[src/rtl/ctm_pkg.sv]
package ctm_pkg;
  localparam int CTM_N_COEF = 9;
  localparam int CTM_IN_W   = 64;
  localparam int CTM_OUT_W  = 15;
  localparam int CTM_DROP_W = 20;
endpackage

[src/rtl/ctm_conv.sv]
// Signed-magnitude to two's-complement conversion with post-negation range test.
module ctm_conv #(
  parameter int IN_W   = 64,
  parameter int OUT_W  = 15,
  parameter int DROP_W = 20
) (
  input  logic [IN_W-1:0]  coef_i,
  output logic [OUT_W-1:0] val_o,
  output logic             ovf_o
);
  localparam int SIGN_B = IN_W - 1;

  logic             neg;
  logic [OUT_W-1:0] field;

  assign neg   = coef_i[SIGN_B];
  assign field = coef_i[DROP_W+OUT_W-1:DROP_W];

  always_comb begin
    val_o = neg ? -field : field;
    // test after negation so the most negative code still passes
    ovf_o = neg ^ val_o[OUT_W-1];
  end
endmodule

[src/rtl/ctm_collect.sv]
// Counts words, stages converted values, tracks failures across a set.
module ctm_collect #(
  parameter int N_COEF = 9,
  parameter int OUT_W  = 15
) (
  input  logic                    clk_i,
  input  logic                    rst_ni,
  input  logic                    start_i,
  input  logic                    valid_i,
  input  logic [OUT_W-1:0]        val_i,
  input  logic                    ovf_i,
  output logic                    commit_o,
  output logic [N_COEF*OUT_W-1:0] set_o,
  output logic                    done_o,
  output logic                    ok_o,
  output logic                    err_o
);
  localparam int IDX_W = $clog2(N_COEF);
  localparam logic [IDX_W-1:0] LAST_IDX = IDX_W'(N_COEF - 1);

  logic [IDX_W-1:0] idx_q;
  logic             err_q;
  logic             accept, last, bad;
  logic [OUT_W-1:0] stage_q [N_COEF-1];

  assign accept   = valid_i && !start_i;
  assign last     = accept && (idx_q == LAST_IDX);
  assign bad      = err_q || ovf_i;
  assign commit_o = last && !bad;

  always_ff @(posedge clk_i or negedge rst_ni) begin
    if (!rst_ni) begin
      idx_q <= '0;
      err_q <= 1'b0;
    end else if (start_i) begin
      idx_q <= '0;
      err_q <= 1'b0;
    end else if (accept) begin
      idx_q <= last ? '0 : idx_q + IDX_W'(1);
      err_q <= last ? 1'b0 : bad;
    end
  end

  always_ff @(posedge clk_i or negedge rst_ni) begin
    if (!rst_ni) begin
      done_o <= 1'b0;
      ok_o   <= 1'b0;
      err_o  <= 1'b0;
    end else begin
      done_o <= last;
      ok_o   <= last && !bad;
      err_o  <= last && bad;
    end
  end

  // last slot is never staged: it goes straight to the bank with the commit
  for (genvar k = 0; k < N_COEF - 1; k++) begin : g_stage
    always_ff @(posedge clk_i or negedge rst_ni) begin
      if (!rst_ni)                                   stage_q[k] <= '0;
      else if (accept && idx_q == IDX_W'(k))         stage_q[k] <= val_i;
    end
    assign set_o[k*OUT_W +: OUT_W] = stage_q[k];
  end
  assign set_o[(N_COEF-1)*OUT_W +: OUT_W] = val_i;
endmodule

[src/rtl/ctm_store.sv]
// Committed coefficient bank.
module ctm_store #(
  parameter int N_COEF = 9,
  parameter int OUT_W  = 15
) (
  input  logic                    clk_i,
  input  logic                    rst_ni,
  input  logic                    load_i,
  input  logic [N_COEF*OUT_W-1:0] set_i,
  output logic [N_COEF*OUT_W-1:0] coef_o
);
  for (genvar k = 0; k < N_COEF; k++) begin : g_bank
    always_ff @(posedge clk_i or negedge rst_ni) begin
      if (!rst_ni)     coef_o[k*OUT_W +: OUT_W] <= '0;
      else if (load_i) coef_o[k*OUT_W +: OUT_W] <= set_i[k*OUT_W +: OUT_W];
    end
  end
endmodule

[src/rtl/ctm_coef_loader.sv]
module ctm_coef_loader
  import ctm_pkg::*;
#(
  parameter int N_COEF = CTM_N_COEF,
  parameter int IN_W   = CTM_IN_W,
  parameter int OUT_W  = CTM_OUT_W,
  parameter int DROP_W = CTM_DROP_W
) (
  input  logic                    clk_i,
  input  logic                    rst_ni,
  input  logic                    start_i,
  input  logic                    coef_valid_i,
  input  logic [IN_W-1:0]         coef_i,
  output logic                    done_o,
  output logic                    ok_o,
  output logic                    err_o,
  output logic [N_COEF*OUT_W-1:0] coef_o
);
  logic [OUT_W-1:0]        word_val;
  logic                    word_ovf;
  logic                    commit;
  logic [N_COEF*OUT_W-1:0] set_flat;

  ctm_conv #(.IN_W(IN_W), .OUT_W(OUT_W), .DROP_W(DROP_W)) conv_i (
    .coef_i (coef_i),
    .val_o  (word_val),
    .ovf_o  (word_ovf)
  );

  ctm_collect #(.N_COEF(N_COEF), .OUT_W(OUT_W)) collect_i (
    .clk_i    (clk_i),
    .rst_ni   (rst_ni),
    .start_i  (start_i),
    .valid_i  (coef_valid_i),
    .val_i    (word_val),
    .ovf_i    (word_ovf),
    .commit_o (commit),
    .set_o    (set_flat),
    .done_o   (done_o),
    .ok_o     (ok_o),
    .err_o    (err_o)
  );

  ctm_store #(.N_COEF(N_COEF), .OUT_W(OUT_W)) store_i (
    .clk_i  (clk_i),
    .rst_ni (rst_ni),
    .load_i (commit),
    .set_i  (set_flat),
    .coef_o (coef_o)
  );
endmodule

[config.mk]
export PLATFORM = sky130hd
export DESIGN_NAME = ctm_coef_loader
export DESIGN_NICKNAME = d
export VERILOG_FILES = /design/src/rtl/ctm_pkg.sv /design/src/rtl/ctm_conv.sv /design/src/rtl/ctm_collect.sv /design/src/rtl/ctm_store.sv /design/src/rtl/ctm_coef_loader.sv
export SDC_FILE = /design/constraint.sdc
export NUM_CORES = 1
export LEC_CHECK = 0
export BUFFER_PORTS_ARGS = -buffer_cell sky130_fd_sc_hd__buf_2
export CORE_ASPECT_RATIO = 0.6
export CORE_MARGIN = 2
export CORE_UTILIZATION = 35
export CTS_CLUSTER_DIAMETER = 100
export CTS_CLUSTER_SIZE = 8
export DETAILED_ROUTE_END_ITERATION = 8
export PLACE_DENSITY = 0.57
export SYNTH_ARGS = -nofsm -noshare
export SYNTH_HDL_FRONTEND = slang
export SYNTH_SLANG_ARGS = --single-unit
[constraint.sdc]
create_clock -name clk_i -period 5.78 [get_ports clk_i]
set_input_delay 0.578 -clock clk_i [delete_from_list [all_inputs] [get_ports clk_i]]
set_output_delay 0.578 -clock clk_i [all_outputs]
set_load 0.005 [all_outputs]
==> summary.md <==
| Metric | Value |
|---|---|
| Status | `finished clean` |
| Synthesized instance count | `781` |
| Post-synth top area cell | `dfrtp_1` |
| Via density | `4.759` |
| Global Route Usage Sum | `0.1688` |
| First-pass GRT wire length | `38.26 mm` |
| Antenna-violating nets left | `0` |
| Fill count | `2597` |
| Setup repair bufs after CTS | `0` |
| Vias in the first global route | `6408` |
| Worst EP arrival | `3740 ps` |
| Io pins | `206` |
| Port Buffer Count | `157` |
| Post-CTS sizing | `0` |
| Row cnt | `47` |
| Final Hold Fails | `0` |
| Maxcap violations | `0` |
| Pwr Density | `340.4 nW/um2` |
| Total negative setup slack | `0 ps` |
| RSZ-0062 raised after global routing | `no` |
| Die area | `30010 um2` |
| Core Area | `27820 um2` |
| Pre-antenna DRT Iters | `4` |
| Die height | `135.0 um` |
| Util after Layout | `0.4410` |
| Worst endpoint required time | `6170 ps` |
| Hold_buf cts | `0` |
| Leak pwr | `6.311 nW` |
| Mean Syn Cell Area | `12.82 um2` |
| Sequential power share | `0.485` |
| Largest net degree at the start of global routing | `113` |
| Initial antenna violation count | `2` |
| Wirelength per Cell | `18.67 um` |
| Most common cell after layout, fill and taps aside | `dfrtp_1` |
| Layout cell share with drive strength beyond 1 | `0.3379` |
| Post-synth cell types | `37` |
| P_int | `3.210 mW` |
| Slew @ Worst Pin | `1149 ps` |
| Final period utilization | `0.5801` |
| Kind of critical path | `in2reg` |
| Combinational power share | `0.059` |
| Seq/Total Area, Yosys | `0.6575` |
| Die X | `222.3 um` |
| Area grow syn2layout | `22.55%` |
| Max Fanout on Critical Path | `20` |
| Max-slew violations | `0` |
| Clk_lat worst skew | `510 ps` |
| Post-Syn Area | `10010 um2` |
| TritonCTS buffer count | `38` |
| Top-area cell type share of the netlist area | `0.6575` |
| Fin crit period | `3353 ps` |
| Final std cells w/o fill | `1318` |
| # placed instances | `1276` |
| Clk pin slew, worst setup/hold paths | `40 ps` |
| # setup viols final | `0` |
| Clock sinks | `263` |
| CTS tree | `built` |
| Htree depth | `2` |
| CTS root buf | `clkbuf_16` |
| Sw frac | `0.2312` |
| HPWL after detailed placement | `15.49 mm` |
| Syn Nets | `854` |
| Part of the power in the clock network | `0.456` |
| Placer Congestion | `0.7498` |
| Max IR drop VDD | `0.1553 mV` |
| Synth warn | `0` |
| Initial Util | `0.3599` |
| GRT overflow | `0` |
| Drc violations | `0` |
| Sw Pwr | `0.9653 mW` |
| Main area contributors after synthesis | `dfrtp_1, mux2_2, o21ai_0, nand2_1, mux2_1` |
| Maximum clock frequency | `298.3 MHz` |
| Startpoint Class | `input port` |
| Final #Nets | `1022` |
| Detailed router's first-iteration violation count | `401` |
| Worst Hold Class | `in2async` |
| Drt total wl | `24.60 mm` |
| Slew HR | `0.2330` |
| CP endpoint kind | `flip-flop` |
| Setup Skew | `18.74 ps` |
| DR vias | `6273` |
| Commonest cells after routing, fill and taps aside | `dfrtp_1, buf_2, nand2_1, o21ai_0, mux2_2` |
| Seq cells post-synth | `263` |
| CTS max path bufs | `3` |
==> power by group through the flow <==
| stage | Clock (mW) | Combinational (mW) | Sequential [mW] |
|---|---|---|---|
| floorplan | 0 | 0.116 | 2.03 |
| global route | 2.05 | 0.287 | 2.04 |
| global placement | 0 | 0.244 | 2.05 |
| finish | 1.90 | 0.245 | 2.03 |
| CTS | 1.97 | 0.252 | 2.03 |
| detailed placement | 0 | 0.251 | 2.06 |
==> layout make-up <==
class	count	area, um2	share of cell area
antenna	1	2.502	0.0002040
clock buffer	40	979.7	0.07987
clock inverter	1	8.758	0.0007140
inverter	19	71.32	0.005814
multi-input combinational	458	3241	0.2642
sequential	263	6581	0.5365
tap	367	459.2	0.03743
timing repair buffer	169	923.4	0.07528
==> through the flow <==
| step | hold WS, ps | cell area, um2 | setup WS (ps) | power, mW |
|---|---|---|---|---|
| 2_1_floorplan | 282.4 | 10010 | 2878 | 2.149 |
| 3_3_place_gp | 457.4 | 11280 | 1864 | 2.294 |
| 3_5_place_dp | 465.4 | 11280 | 1852 | 2.306 |
| 4_1_cts | 94.16 | 12260 | 2394 | 4.247 |
| 5_1_grt | 115.6 | 12260 | 2274 | 4.377 |
| 6_report | 48.88 | 12270 | 2427 | 4.175 |
==> synthesized netlist by cell type <==
master / count
mux2i_4: 1
nor4b_1: 1
nor2_1: 4
or4_4: 1
o21a_1: 1
dfrtp_1: 263
a22o_1: 1
xnor2_1: 2
buf_4: 2
a21boi_0: 1
xor2_1: 12
or4_1: 5
and3b_1: 1
nor2b_1: 2
buf_2: 9
nand4b_1: 1
nor4bb_1: 1
nand3_1: 2
or3_1: 3
mux2_1: 25
nand2b_1: 2
o31ai_1: 5
o21ai_0: 125
a21oi_1: 4
and2_1: 2
mux2i_1: 16
a211oi_1: 1
clkbuf_1: 26
nand2_1: 131
mux2_2: 96
or2_2: 1
or3b_2: 2
ha_1: 5
buf_6: 3
inv_1: 19
buf_1: 1
o41ai_1: 4
==> worst max-delay path: stages <==
cell and delay (ps):
buf_2 140, inv_1 490, ha_1 350, nand2_1 70, or4_4 560, mux2i_4 740, buf_4 430, mux2_2 370
==> per-layer routing <==
layer | vias up | global-route usage | wire length [um]
met5 | - | 0 | 0
met4 | 0 | 0.04505 | 380
met2 | 163 | 0.2290 | 9830
met1 | 3090 | 0.2580 | 12730
li1 | 2992 | - | -
met3 | 28 | 0.05113 | 1659
==> state kept, by name, indices dropped and copies added (netlist names) <==
register / cells
collect_i.ok_o: 1
collect_i.done_o: 1
collect_i.idx_q: 4
collect_i.err_o: 1
store_i.coef_o: 135
collect_i.err_q: 1
collect_i.set_o: 120
==> path summary, 6_finish.rpt <==
kind | to | start | slack [ps] | cells past startpoint
worst min register to register | collect_i.set_o[26] | collect_i.set_o[26] | 470 | 2
worst min-delay path | store_i.coef_o[64] | rst_ni | 50 | 1
worst max-delay path | store_i.coef_o[56] | coef_i[20] | 2430 | 8
worst max register to register | store_i.coef_o[56] | collect_i.idx_q[0] | 2840 | 7
min in group clk_i | collect_i.idx_q[2] | start_i | 340 | 2
max in group asynchronous | collect_i.set_o[50] | rst_ni | 4370 | 2
==> logic make-up after synthesis <==
logic type                 share of synthesized area
DFF                                           0.6575
and+or+nand+nor                              0.06813
AOI/OAI and AO/OA                            0.07488
muxes                                         0.1544
buffers and inverters                        0.02662
xor gates and xnor gates                     0.01225
adders and majority gates                   0.006250
Power figures use the tool's default switching activity.
